**src/rtl/irq_agg_pkg.sv**
```systemverilog
package irq_agg_pkg;
   localparam int ST_W    = 6;
   localparam int ST_LOCK = 0;
   localparam int ST_RUP  = 1;
   localparam int ST_RDN  = 2;
   localparam int ST_MUTE = 3;
   localparam int ST_OVF  = 4;
   localparam int ST_GPIO = 5;
   localparam int N_STICKY = 3;
endpackage

```
**src/rtl/irq_done_tracker.sv**
```systemverilog
module irq_done_tracker #(
   parameter int N_CH = 4
) (
   input  logic            clk,
   input  logic            rst_n,
   input  logic [N_CH-1:0] watch,
   input  logic [N_CH-1:0] done_p,
   output logic            fire
);
   logic [N_CH-1:0] seen_q;
   logic [N_CH-1:0] seen_nxt;

   always_comb begin
      seen_nxt = (seen_q | done_p) & watch;
      fire     = (|watch) && (&(seen_nxt | ~watch));
   end

   always_ff @(posedge clk or negedge rst_n) begin
      if (!rst_n)    seen_q <= '0;
      else if (fire) seen_q <= '0;
      else           seen_q <= seen_nxt;
   end

   AST_NO_FIRE_UNWATCHED: assert property (@(posedge clk) disable iff (!rst_n)
      (watch == '0) |-> !fire);
endmodule

```
**src/rtl/irq_gpio_capture.sv**
```systemverilog
module irq_gpio_capture #(
   parameter int N_PIN       = 4,
   parameter int SYNC_STAGES = 2
) (
   input  logic             clk,
   input  logic             rst_n,
   input  logic [N_PIN-1:0] pin_in,
   input  logic [N_PIN-1:0] lvl_mode,
   input  logic [N_PIN-1:0] act_high,
   input  logic             clr,
   output logic [N_PIN-1:0] stat
);
   if (SYNC_STAGES < 2) begin : g_bad_sync
      $error("irq_gpio_capture: SYNC_STAGES must be at least 2");
   end

   for (genvar g = 0; g < N_PIN; g++) begin : g_pin
      logic [SYNC_STAGES-1:0] sh_q;
      logic prev_q, stat_q, synced, active, prev_active, hit;

      always_comb begin
         synced      = sh_q[SYNC_STAGES-1];
         active      = (synced == act_high[g]);
         prev_active = (prev_q == act_high[g]);
         hit         = lvl_mode[g] ? active : (active && !prev_active);
      end

      always_ff @(posedge clk or negedge rst_n) begin
         if (!rst_n) begin
            sh_q   <= '0;
            prev_q <= 1'b0;
            stat_q <= 1'b0;
         end else begin
            sh_q   <= {sh_q[SYNC_STAGES-2:0], pin_in[g]};
            prev_q <= synced;
            stat_q <= (stat_q && !clr) || hit;
         end
      end

      assign stat[g] = stat_q;

      AST_LEVEL_HOLD: assert property (@(posedge clk) disable iff (!rst_n)
         (lvl_mode[g] && active) |=> stat_q);
      AST_EDGE_READ_CLEARS: assert property (@(posedge clk) disable iff (!rst_n)
         (!lvl_mode[g] && clr && !hit) |=> !stat_q);
   end
endmodule

```
**src/rtl/irq_status_agg.sv**
```systemverilog
module irq_status_agg
   import irq_agg_pkg::*;
#(
   parameter int NUM_CH      = 4,
   parameter int NUM_GPIO    = 4,
   parameter int SYNC_STAGES = 2
) (
   input  logic                clk,
   input  logic                rst_n,
   input  logic [NUM_CH-1:0]   ch_active,
   input  logic [NUM_CH-1:0]   src_locked,
   input  logic [NUM_CH-1:0]   rup_done_p,
   input  logic [NUM_CH-1:0]   rdn_done_p,
   input  logic [NUM_CH-1:0]   mute_sel,
   input  logic [NUM_CH-1:0]   mute_done_p,
   input  logic [NUM_CH-1:0]   clip_p,
   input  logic [NUM_GPIO-1:0] gpio_pin,
   input  logic [NUM_GPIO-1:0] gpio_en,
   input  logic [NUM_GPIO-1:0] gpio_lvl,
   input  logic [NUM_GPIO-1:0] gpio_pol,
   input  logic [ST_W-1:0]     irq_en,
   input  logic                rd_status,
   input  logic                rd_ovfl,
   input  logic                rd_gpio,
   output logic [ST_W-1:0]     status,
   output logic [NUM_CH-1:0]   ovfl_status,
   output logic [NUM_GPIO-1:0] gpio_status,
   output logic                irq
);
   if (NUM_CH < 1) begin : g_bad_ch
      $error("irq_status_agg: NUM_CH must be at least 1");
   end
   if (NUM_GPIO < 1) begin : g_bad_gpio
      $error("irq_status_agg: NUM_GPIO must be at least 1");
   end

   // lock tracking
   logic lock_all, lock_prev_q, lock_q, lock_rise, lock_fall;

   always_comb begin
      lock_all  = (|ch_active) && (&(src_locked | ~ch_active));
      lock_rise = lock_all && !lock_prev_q;
      lock_fall = !lock_all && lock_prev_q;
   end

   always_ff @(posedge clk or negedge rst_n) begin
      if (!rst_n) begin
         lock_prev_q <= 1'b0;
         lock_q      <= 1'b0;
      end else begin
         lock_prev_q <= lock_all;
         if (lock_rise)                   lock_q <= 1'b1;
         else if (lock_fall || rd_status) lock_q <= 1'b0;
      end
   end

   // completion trackers: ramp-up, ramp-down, mute
   logic [N_STICKY-1:0] fire;
   logic [N_STICKY-1:0] sticky_q;
   logic [NUM_CH-1:0]   trk_watch [N_STICKY];
   logic [NUM_CH-1:0]   trk_done  [N_STICKY];

   always_comb begin
      trk_watch[0] = ch_active;  trk_done[0] = rup_done_p;
      trk_watch[1] = ch_active;  trk_done[1] = rdn_done_p;
      trk_watch[2] = mute_sel;   trk_done[2] = mute_done_p;
   end

   for (genvar k = 0; k < N_STICKY; k++) begin : g_trk
      irq_done_tracker #(.N_CH(NUM_CH)) u_trk (
         .clk    (clk),
         .rst_n  (rst_n),
         .watch  (trk_watch[k]),
         .done_p (trk_done[k]),
         .fire   (fire[k])
      );

      always_ff @(posedge clk or negedge rst_n) begin
         if (!rst_n) sticky_q[k] <= 1'b0;
         else        sticky_q[k] <= fire[k] || (sticky_q[k] && !rd_status);
      end
   end

   // per-channel clip flags
   logic [NUM_CH-1:0] ovfl_q;

   always_ff @(posedge clk or negedge rst_n) begin
      if (!rst_n) ovfl_q <= '0;
      else        ovfl_q <= clip_p | (ovfl_q & ~{NUM_CH{rd_ovfl}});
   end

   // GPIO capture
   irq_gpio_capture #(.N_PIN(NUM_GPIO), .SYNC_STAGES(SYNC_STAGES)) u_gpio (
      .clk      (clk),
      .rst_n    (rst_n),
      .pin_in   (gpio_pin),
      .lvl_mode (gpio_lvl),
      .act_high (gpio_pol),
      .clr      (rd_gpio),
      .stat     (gpio_status)
   );

   // aggregation
   always_comb begin
      status          = '0;
      status[ST_LOCK] = lock_q;
      status[ST_RUP]  = sticky_q[0];
      status[ST_RDN]  = sticky_q[1];
      status[ST_MUTE] = sticky_q[2];
      status[ST_OVF]  = |ovfl_q;
      status[ST_GPIO] = |(gpio_status & gpio_en);
      irq             = |(status & irq_en);
   end

   assign ovfl_status = ovfl_q;

   AST_LOCK_SET: assert property (@(posedge clk) disable iff (!rst_n)
      lock_rise |=> status[ST_LOCK]);
   AST_LOCK_DROP: assert property (@(posedge clk) disable iff (!rst_n)
      lock_fall |=> !status[ST_LOCK]);
   AST_STICKY_HOLD: assert property (@(posedge clk) disable iff (!rst_n)
      (status[ST_RUP] && !rd_status) |=> status[ST_RUP]);
   AST_SET_BEATS_READ: assert property (@(posedge clk) disable iff (!rst_n)
      (fire[0] && rd_status) |=> status[ST_RUP]);
   AST_OVF_READ_CLEARS: assert property (@(posedge clk) disable iff (!rst_n)
      (rd_ovfl && clip_p == '0) |=> (ovfl_status == '0));
   AST_OVF_HOLD: assert property (@(posedge clk) disable iff (!rst_n)
      (status[ST_OVF] && !rd_ovfl) |=> status[ST_OVF]);
endmodule

```
**config.mk**
```make
export PLATFORM = sky130hd
export DESIGN_NAME = irq_status_agg
export DESIGN_NICKNAME = d
export VERILOG_FILES = /design/src/rtl/irq_agg_pkg.sv /design/src/rtl/irq_done_tracker.sv /design/src/rtl/irq_gpio_capture.sv /design/src/rtl/irq_status_agg.sv
export SDC_FILE = /design/constraint.sdc
export NUM_CORES = 1
export LEC_CHECK = 0
export BUFFER_PORTS_ARGS = -buffer_cell sky130_fd_sc_hd__buf_2
export CAP_MARGIN = 30
export CORE_MARGIN = 4
export CORE_UTILIZATION = 48
export CTS_BUF_LIST = sky130_fd_sc_hd__clkbuf_8
export DETAILED_ROUTE_END_ITERATION = 6
export PLACE_DENSITY = 0.82
export SLEW_MARGIN = 30
export SYNTH_ARGS = -nofsm -noshare
export SYNTH_HDL_FRONTEND = slang
export SYNTH_SLANG_ARGS = --single-unit
```
**constraint.sdc**
```tcl
create_clock -name clk -period 1.6 [get_ports clk]
set_input_delay 0.32 -clock clk [delete_from_list [all_inputs] [get_ports clk]]
set_output_delay 0.32 -clock clk [all_outputs]
set_load 0.05 [all_outputs]
```
==> impl_results.md, run 1 <==
* Clock-pin slew on the worst setup and hold paths at 70 ps
* Via count at 1266
* Number of fill cells at 246
* IO Pins at 70
* DRT iter0 DRCs at 36
* R2r worst-path depth at 4
* Slew Viols, Final at 0
* PortBufs at a little under 70
* Synth Instances at 130
* Root Buffer: clkbuf_8
* First-pass GRT wire length at 5410 um
* Critical path endpoint category: output port
* Num CTS Buffers at 5
* CTS tree: yes
* Max Freq at 484 MHz
* Post-Layout Cell Count at roughly 250
* CORE AREA at 3030 um^2
* RR Startpoint: g_trk[1].u_trk.seen_q[2]$_DFF_PN0_
* Row Count at 20
* TritonCTS Sinks at 37
* Tmin final at around 2100 ps
* Syn_nets at 185
* GRT Total Usage at 0.171
* Slew @ Worst Pin at 364 ps
* Top cells by count, synth: 37 x dfrtp_1, 15 x o21ai_0, 13 x inv_1
* Routed vias/inst at 4.98
* Clk_lat worst skew at roughly 280 ps
* H-tree lvl count at 2
* WHS Path Cells at 1
* Worst hold path class: in -> reg
* Cell Pwr Density at 1060 nW/um^2
* Post-synthesis async set-or-reset flop share at 1.00
* Initial antenna violation count at 0
* Wire per inst at 13.4 um
* Nets at 264
* Area Growth Syn to Fin at 35.9%
* Worst-path maximum fanout at 2
* RSZ-0062 raised after global routing: yes
* Max IR drop VDD at 0.000546 V
* Largest net degree at the start of global routing at 23
* Synth top area share at 0.615
* Synthesized area per cell at 11.6 um^2
* Post-synthesis instance area at approximately 1500 um^2
* Power Total at 0.00217 W
* Post-synth cell types at 25
* Final WS setup at -466 ps
* Status: finished, violations left
* WL final at about 3400 um
* Hold path endpoint: u_gpio.g_pin[0].sh_q[0]$_DFF_PN0_
* Max-Cap Viols at 0
* FF-to-FF setup slack at approximately 310 ps
* Yosys warning count at 0
* # diodes at 0
* Layout cells sized above 1 at 0.429
* Worst Skew at 5.96 ps
* Post-synth EDFFs at 0
* Routed Antenna Nets at 0
* Startpoint Class: register
* Final setup fails at 2
* Vias in the first global route at 1298
* TritonRoute pass-1 iters at 4
* Die X at 64 um
* Most common cell in the synthesized netlist: dfrtp_1
* DRC at 0
* Failing checks: setup timing
* Area leader, netlist: dfrtp_1
* Yosys reg bits at 37
* Place WS at -203 ps
* Initial Util at 0.497
* Die height at 64 um
* Hold violation count in the final report at 0
* Dpl hpwl at 2790 um
* Setup_tns at -794 ps
* Final Cycle Share at 1.29
* WP data arrival at roughly 1800 ps
* Register area share after synthesis at 0.615
* Gp weighted congestion at 0.767
* Slew Limit Headroom at 0.757
* Main synth FF type: dfrtp_1
* Worst hold start: gpio_pin[0]
* Placed cells at 243
* Clk buf depth at 2
* Area contributors post-synth: dfrtp_1 62%, o21ai_0 5.0%, inv_1 3.2%
* Pleak at about 1.1 nW
* Setup CP Type: reg -> out
* Terminus of the critical flop-to-flop path: g_trk[1].u_trk.seen_q[3]$_DFF_PN0_
* DIE AREA at 4100 um^2
* Worst path required time at 1280 ps
* Grt ovf at 0
==> through the flow <==
| step | cell area, um^2 | hold slack (ps) | utilization |
|---|---|---|---|
| after floorplan | 1510 | 24.4 | - |
| after global placement | 1910 | 234 | 0.631 |
| after detailed placement | 1910 | 240 | 0.631 |
| after CTS | 2030 | 131 | 0.672 |
| after global routing | 2050 | 131 | 0.676 |
| final | 2050 | 140 | 0.676 |
==> how the worst max path moves through the flow <==
stage                        startpoint  end  slack, ps  cells after the start
2_1_floorplan  ovfl_status[3]$_DFF_PN0_  irq       -420                      2
3_3_place_gp   ovfl_status[3]$_DFF_PN0_  irq       -190                      3
3_5_place_dp   ovfl_status[3]$_DFF_PN0_  irq       -200                      3
4_1_cts        ovfl_status[3]$_DFF_PN0_  irq       -480                      3
5_1_grt        ovfl_status[3]$_DFF_PN0_  irq       -510                      3
6_report       ovfl_status[3]$_DFF_PN0_  irq       -470                      3
==> per-layer routing <==
| metal | wire, um | global-route usage | up-vias |
|---|---|---|---|
| met5 | 0 | 0 | - |
| met4 | 28 | 0.0728 | 0 |
| met3 | 328 | 0.0668 | 2 |
| met2 | 1800 | 0.306 | 59 |
| met1 | 1240 | 0.177 | 601 |
| li1 | - | - | 604 |
==> flip-flops by register name (all words and copies together), names as in the netlist <==
name / cells
status: 3
u_gpio.g_pin.stat_q: 4
u_gpio.g_pin.prev_q: 4
ovfl_status: 4
lock_prev_q: 1
u_gpio.g_pin.sh_q: 8
lock_q: 1
g_trk.u_trk.seen_q: 12
==> logic make-up after synthesis <==
family          count (synthesis)  share of synthesized area
compound gates                 35                      0.155
xor+xnor                        8                     0.0465
fa+ha+maj                       1                    0.00665
buf+inv                        18                     0.0574
flops                          37                      0.615
simple gates                   31                      0.119
==> what timing repair did <==
action / CTS / global route
endpoints found under the hold margin: 15 / 0
resized for setup: 5 / 1
setup endpoints to repair: 2 / 2
hold buffers: 1 / 0
setup buffers: 1 / 1
==> cells in the final DEF, fill, tap and decap left out, types with 5 or more instances in the layout <==
cell      Yosys  routed
inv_1        13      15
buf_4         5       6
nor3b_1       5       5
a21o_1        5       5
a22oi_1       6       6
dfrtp_1      37      34
buf_2         0      67
o21ai_0      15      15
nor2_1       12      12
clkbuf_8      0       6
==> worst max-delay path: stages, from the launching register on <==
cell and delay, ps:
dfrtp_2 400, or4_4 530, a221o_2 370, buf_6 160
==> power by group <==
part           internal (W)  total, W  switching [W]
registers           0.00101   0.00106      0.0000458
logic              0.000169  0.000480       0.000310
clock network      0.000338  0.000633       0.000295
==> layout make-up <==
type                       instances  area [um^2]  area share
tap                               44         55.1      0.0269
clock inverter                     2         7.51     0.00367
timing repair buffer              77          428       0.209
multi-input combinational         75          494       0.242
sequential                        37          930       0.454
inverter                          13         48.8      0.0239
clock buffer                       6         82.6      0.0404
Power figures use the tool's default switching activity.
==> run 2, diff against run 1 <==
- SYNTH_HIERARCHICAL: default -> 1
==> run 2 against run 1 <==
  * The run still ends with setup timing left
  * Fmax up 0.79%
  * Largest cell class unchanged
  * First-iteration DRC count rose by 22%
  * Worst setup slack improved by 16 ps
  * Clock skew is 2.4 ps lower
  * Count of clock-buffer cells in the layout decreased by 1
==> impl_results.md, run 2 <==
* Status: finished, violations left (unchanged)
* Failing checks: setup timing (unchanged)
* Synth Instances at 138 (was 130)
* Post-synthesis async set-or-reset flop share at 1.00 (unchanged)
* WP buf/inv at 1 (unchanged)
* Routed length on met2 at 1500 um (was 1800 um)
* Switching share of power at 0.297 (was 0.300)
* Internal power at 0.00148 W (was 0.00152 W)
* Reg with most FFs: g_trk.u_trk/seen_q (was g_trk.u_trk.seen_q)
* WP data arrival at 1730 ps (was 1750 ps)
* Startpoint Class: register (unchanged)
* Syn_nets at 193 (was 185)
* Final Cycle Share at 1.28 (was 1.29)
* PortBufs at 69 (unchanged)
* Max-Cap Viols at 0 (unchanged)
* Routed met3 length at 325 um (was 328 um)
* Cell family with most CP delay: simple AND/OR/NAND/NOR gates (unchanged)
* Worst-path maximum fanout at 2 (unchanged)
* Critical-path top delay cell: or4_4 (unchanged)
* GRT Total Usage at 0.171 (about the same)
* DRT iter0 DRCs at 44 (was 36)
* Register area share after synthesis at 0.610 (was 0.615)
* Critical path endpoint category: output port (unchanged)
* Dpl hpwl at 2530 um (was 2790 um)
* Post-synth EDFFs at 0 (unchanged)
* Root Buffer: clkbuf_8 (unchanged)
* Most frequent cells in the layout: 67 x buf_2, 34 x dfrtp_1, 18 x o21ai_0, 13 x nor2_1, 10 x inv_1 (was 67 x buf_2, 34 x dfrtp_1, 15 x o21ai_0, 15 x inv_1, 12 x nor2_1)
* Worst Skew at 3.58 ps (was 5.96 ps)
* Yosys reg bits at 37 (unchanged)
* Final WS setup at -450 ps (was -466 ps)
* # diodes at 0 (unchanged)
* Largest net degree at the start of global routing at 20 (was 23)
* Slew @ Worst Pin at 552 ps (was 364 ps)
* Clk_lat worst skew at 280 ps (about the same)
* Final Cell Area at 2050 um^2 (unchanged)
* Gate power share at 0.230 (was 0.221)
* Cell Pwr Density at 1030 nW/um^2 (was 1060 nW/um^2)
* Top flop regs: g_trk.u_trk/seen_q: 12 flops, u_gpio/g_pin.sh_q: 8 flops (was g_trk.u_trk.seen_q: 12 flops, u_gpio.g_pin.sh_q: 8 flops)
* Routed vias/inst at 4.94 (was 4.98)
* Area Growth Syn to Fin at 34.8% (was 35.9%)
* Post-synth cell types at 25 (unchanged)
* Pleak at 1.04 nW (was 1.05 nW)
* Synth top area share at 0.610 (was 0.615)
* Power Total at 0.00210 W (was 0.00217 W)
* Main synth FF type: dfrtp_1 (unchanged)
* Worst hold start: gpio_pin[3] (was gpio_pin[0])
* DIE AREA at 4130 um^2 (was 4100 um^2)
* Worst hold path class: in -> reg (unchanged)
* Initial Util at 0.501 (was 0.497)
* Synthesized area per cell at 11.0 um^2 (was 11.6 um^2)
* Most common cell in the synthesized netlist: dfrtp_1 (unchanged)
* Top cells by count, synth: 37 x dfrtp_1, 18 x o21ai_0, 13 x nor2_1 (was 37 x dfrtp_1, 15 x o21ai_0, 13 x inv_1)
* Die height at 64.2 um (was 64 um)
* Commonest non-fill, non-tap cell in the layout: buf_2 (unchanged)
* Vias in the first global route at 1255 (was 1298)
* First-pass GRT wire length at 5350 um (was 5410 um)
* Die X at 64.2 um (was 64 um)
* Crit-path cells: or4_4 > a221o_2 > buf_6 (unchanged)
* Place WS at -188 ps (was -203 ps)
* Met1 wire length at 1270 um (was 1240 um)
* Placed cells at 251 (was 243)
* H-tree lvl count at 2 (unchanged)
* TritonCTS Sinks at 37 (unchanged)
* IO Pins at 70 (unchanged)
* Top routing layer in use: met4 (unchanged)
* Clock-pin slew on the worst setup and hold paths at 60 ps (was 70 ps)
* Nets at 273 (was 264)
* Final setup fails at 2 (unchanged)
* DRC at 0 (unchanged)
* Clk buf depth at 2 (unchanged)
* Psw at 0.000624 W (was 0.000652 W)
* Routed Antenna Nets at 0 (unchanged)
* Area post-placement at 1920 um^2 (was 1910 um^2)
* Max reg flops at 12 (unchanged)
* WL final at 3150 um (was 3400 um)
* Initial antenna violation count at 0 (unchanged)
* TritonRoute pass-1 iters at 5 (was 4)
* Slew Viols, Final at 0 (unchanged)
* Share of total power in the clock network at 0.266 (was 0.291)
* Worst path required time at 1280 ps (about the same)
* Slew Limit Headroom at 0.632 (was 0.757)
* CP peak stage delay at 530 ps (about the same)
* Max Freq at 488 MHz (was 484 MHz)
* Area contributors post-synth: dfrtp_1 61%, o21ai_0 5.9%, a22oi_1 3.5% (was dfrtp_1 62%, o21ai_0 5.0%, inv_1 3.2%)
* Row Count at 20 (unchanged)
* Yosys warning count at 6 (was 0)
* Flop pwr share at 0.504 (was 0.488)
* Max IR drop VDD at 0.000500 V (was 0.000546 V)
* CORE AREA at 3030 um^2 (unchanged)
* Layout cells sized above 1 at 0.410 (was 0.429)
* Post-synthesis instance area at 1520 um^2 (was 1510 um^2)
* Tmin final at 2050 ps (was 2070 ps)
* Wire per inst at 12.1 um (was 13.4 um)
* Num CTS Buffers at 5 (unchanged)
* Worst setup path startpoint: ovfl_status[3]$_DFF_PN0_ (unchanged)
* CTS tree: yes (unchanged)
* Via count at 1290 (was 1266)
* Setup CP Type: reg -> out (unchanged)
* Area leader, netlist: dfrtp_1 (unchanged)
* Post-Layout Cell Count at 261 (was 254)
* Gp weighted congestion at 0.743 (was 0.767)
* RR Startpoint: g_trk[1].u_trk/seen_q[0]$_DFF_PN0_ (was g_trk[1].u_trk.seen_q[2]$_DFF_PN0_)
* Hold violation count in the final report at 0 (unchanged)
* Grt ovf at 0 (unchanged)
* RSZ-0062 raised after global routing: yes (unchanged)
==> run 2: layout make-up <==
class | instances | area [um^2]
clock buffer | 5 | 68.8
clock inverter | 1 | 5.00
tap | 44 | 55.1
inverter | 10 | 37.5
sequential | 37 | 930
multi-input combinational | 86 | 518
fill | 254 | 982
timing repair buffer | 78 | 432
==> run 2: what timing repair did <==
action / in CTS / in global routing
buffers inserted: 2 / 1
hold buffers: 1 / 0
endpoints found under the setup margin: 2 / 2
cloned: 0 / 0
endpoints found under the hold margin: 17 / 0
gates resized for setup: 5 / 0
==> run 2: worst paths after layout <==
path | end | slack, ps | cells after the start
worst max-delay path | irq | -450 | 3
worst min register to register | u_gpio/g_pin[1].sh_q[1]$_DFF_PN0_ | 350 | 0
max in group asynchronous | u_gpio/g_pin[1].sh_q[1]$_DFF_PN0_ | 620 | 3
worst min-delay path | u_gpio/g_pin[3].sh_q[0]$_DFF_PN0_ | 140 | 1
worst max register to register | status[2]$_DFF_PN0_ | 320 | 4
min in group asynchronous | g_trk[1].u_trk/seen_q[0]$_DFF_PN0_ | 500 | 2
==> run 2: cell families after synthesis <==
logic type | Yosys count | share of synthesized area
compound gates | 51 | 0.209
xor+xnor | 6 | 0.0346
fa+ha+maj | 1 | 0.00660
buf+inv | 15 | 0.0495
flops | 37 | 0.610
simple gates | 28 | 0.0899
==> run 2: power groups by stage <==
stage	registers (W)	clock network, W	logic (W)
after floorplan	0.00113	0	0.000250
after global placement	0.00107	0	0.000467
after detailed placement	0.00108	0	0.000475
after CTS	0.00106	0.000590	0.000485
after global routing	0.00107	0.000635	0.000528
final	0.00106	0.000560	0.000482
==> run 2: layer usage <==
metal  up-vias  track usage
met5         -            0
met4         0       0.0871
met3         4       0.0580
met2        53        0.281
met1       589        0.199
li1        644            -
==> run 2: stage by stage <==
step	utilization	hold slack [ps]	setup TNS, ps
2_1_floorplan	-	24.4	-422
3_3_place_gp	0.635	274	-183
3_5_place_dp	0.635	276	-188
4_1_cts	0.673	135	-680
5_1_grt	0.676	133	-757
6_report	0.676	145	-669
==> run 3, diff against run 2 <==
- MAX_ROUTING_LAYER: default -> met4
==> run 3 against run 2 <==
  * The flow still finishes with violations (setup timing)
  * Sequential share of layout area unchanged
  * Hold slack better by 0.97 ps
  * First-iteration DRC count up 14%
  * Cell count unchanged
  * Count of clock-buffer cells in the layout unchanged
  * Combinational power about the same
  * Die area unchanged
  * Critical path type unchanged
==> impl_results.md, run 3 (synthesized netlist as in run 2, its figures left out) <==
* Max IR drop VDD at 0.000500 V (about the same)
* Gp weighted congestion at 0.752 (was 0.743)
* RR Startpoint: g_trk[1].u_trk/seen_q[0]$_DFF_PN0_ (unchanged)
* Root Buffer: clkbuf_8 (unchanged)
* Worst setup path startpoint: ovfl_status[3]$_DFF_PN0_ (unchanged)
* Die height at 64.2 um (unchanged)
* Setup_tns at -668 ps (was -669 ps)
* Largest net degree at the start of global routing at 20 (unchanged)
* Worst path required time at 1280 ps (about the same)
* TritonCTS Sinks at 37 (unchanged)
* FF/Latch Area at 930 um^2 (unchanged)
* Tmin final at 2050 ps (about the same)
* Die X at 64.2 um (unchanged)
* TritonRoute pass-1 iters at 5 (unchanged)
* Clock-pin slew on the worst setup and hold paths at 60 ps (about the same)
* Initial antenna violation count at 0 (unchanged)
* Worst hold start: gpio_pin[3] (unchanged)
* Row Count at 20 (unchanged)
* Max Freq at 488 MHz (about the same)
* Layout cells sized above 1 at 0.410 (unchanged)
* Max-Cap Viols at 0 (unchanged)
* First-pass GRT wire length at 5350 um (about the same)
* Nets at 273 (unchanged)
* CORE AREA at 3030 um^2 (unchanged)
* Cell Pwr Density at 1030 nW/um^2 (about the same)
* H-tree lvl count at 2 (unchanged)
* Worst Skew at 4.52 ps (was 3.58 ps)
* WP data arrival at 1730 ps (about the same)
* Most frequent cells in the layout: 67 x buf_2, 34 x dfrtp_1, 18 x o21ai_0, 13 x nor2_1, 10 x inv_1 (unchanged)
* DRT iter0 DRCs at 50 (was 44)
* Startpoint Class: register (unchanged)
* PortBufs at 69 (unchanged)
* Slew Limit Headroom at 0.632 (about the same)
* Slew Viols, Final at 0 (unchanged)
* Reg with most FFs: g_trk.u_trk/seen_q (unchanged)
* Num CTS Buffers at 5 (unchanged)
* Worst-path maximum fanout at 2 (unchanged)
* IO Pins at 70 (unchanged)
* Place WS at -188 ps (unchanged)
* Wire per inst at 12.1 um (about the same)
* Top flop regs: g_trk.u_trk/seen_q: 12 flops, u_gpio/g_pin.sh_q: 8 flops (unchanged)
* Multi-input gate area at 518 um^2 (unchanged)
* Routed vias/inst at 4.92 (was 4.94)
* Number of fill cells at 254 (unchanged)
* Pleak at 1.04 nW (unchanged)
* Via count at 1284 (was 1290)
* Final WS setup at -449 ps (was -450 ps)
* Worst hold path class: in -> reg (unchanged)
* Routed Antenna Nets at 0 (unchanged)
* Final setup fails at 2 (unchanged)
* Failing checks: setup timing (unchanged)
* Dpl hpwl at 2530 um (unchanged)
* Placed cells at 251 (unchanged)
* Setup CP Type: reg -> out (unchanged)
* Clk_lat worst skew at 280 ps (about the same)
* CTS tree: yes (unchanged)
* Slew @ Worst Pin at 552 ps (about the same)
* Final Cycle Share at 1.28 (about the same)
* Grt ovf at 0 (unchanged)
* Status: finished, violations left (unchanged)
* Clk buf depth at 2 (unchanged)
* GRT Total Usage at 0.176 (was 0.171)
* WL final at 3150 um (about the same)
* DRC at 0 (unchanged)
* RSZ-0062 raised after global routing: yes (unchanged)
* Critical path endpoint category: output port (unchanged)
* Initial Util at 0.501 (unchanged)
* Area Growth Syn to Fin at 34.8% (unchanged)
* Max reg flops at 12 (unchanged)
* Hold violation count in the final report at 0 (unchanged)
* Commonest non-fill, non-tap cell in the layout: buf_2 (unchanged)
* DIE AREA at 4130 um^2 (unchanged)
* Post-Layout Cell Count at 261 (unchanged)
* Vias in the first global route at 1253 (was 1255)
* # diodes at 0 (unchanged)
run 3: what timing repair did:
item,in CTS,in global routing
endpoints found under the hold margin,17,0
setup buffers,2,1
gates cloned,0,0
gates resized for setup,5,0
setup endpoints to repair,2,2
hold buffers,1,0
run 3: power breakdown:
group,switching (W),total (W),internal (W)
clock network,0.000275,0.000560,0.000286
registers,0.0000457,0.00106,0.00101
logic,0.000305,0.000483,0.000178
total,0.000625,0.00210,0.00148
run 3: worst paths after layout:
| check | endpoint | cells past startpoint | slack [ps] |
|---|---|---|---|
| min | u_gpio/g_pin[3].sh_q[0]$_DFF_PN0_ | 1 | 150 |
| max | irq | 3 | -450 |
| min in group asynchronous | g_trk[1].u_trk/seen_q[0]$_DFF_PN0_ | 2 | 500 |
| min reg2reg | u_gpio/g_pin[1].sh_q[1]$_DFF_PN0_ | 0 | 350 |
| max reg2reg | status[2]$_DFF_PN0_ | 4 | 320 |
| max in group asynchronous | u_gpio/g_pin[1].sh_q[1]$_DFF_PN0_ | 3 | 620 |
run 3: layout make-up:
cell class | instances | share of cell area
flip-flops and latches | 37 | 0.454
clock buffers | 5 | 0.0336
well taps | 44 | 0.0269
inverters | 10 | 0.0183
multi-input cells | 86 | 0.253
clock inverters | 1 | 0.00245
repair buffers | 78 | 0.211
run 3: per-stage QoR:
stage	cell area [um^2]	util	hold slack [ps]	total power [W]
floorplan	1520	-	24.4	0.00138
global placement	1920	0.635	274	0.00154
detailed placement	1920	0.635	276	0.00155
CTS	2040	0.673	135	0.00213
global route	2050	0.676	133	0.00223
finish	2050	0.676	146	0.00210
run 3: worst max-delay path: stages (launching register included):
cell and delay (ps):
dfrtp_2 400, or4_4 530, a221o_2 370, buf_6 160
run 3: per-layer routing:
layer  global-route usage  up-vias  wire length [um]
met3               0.0545        4               308
met2                0.281       52              1500
met4               0.0871        0                46
li1                     -      645                 -
met1                0.201      583              1300
met5                    -        -                 0
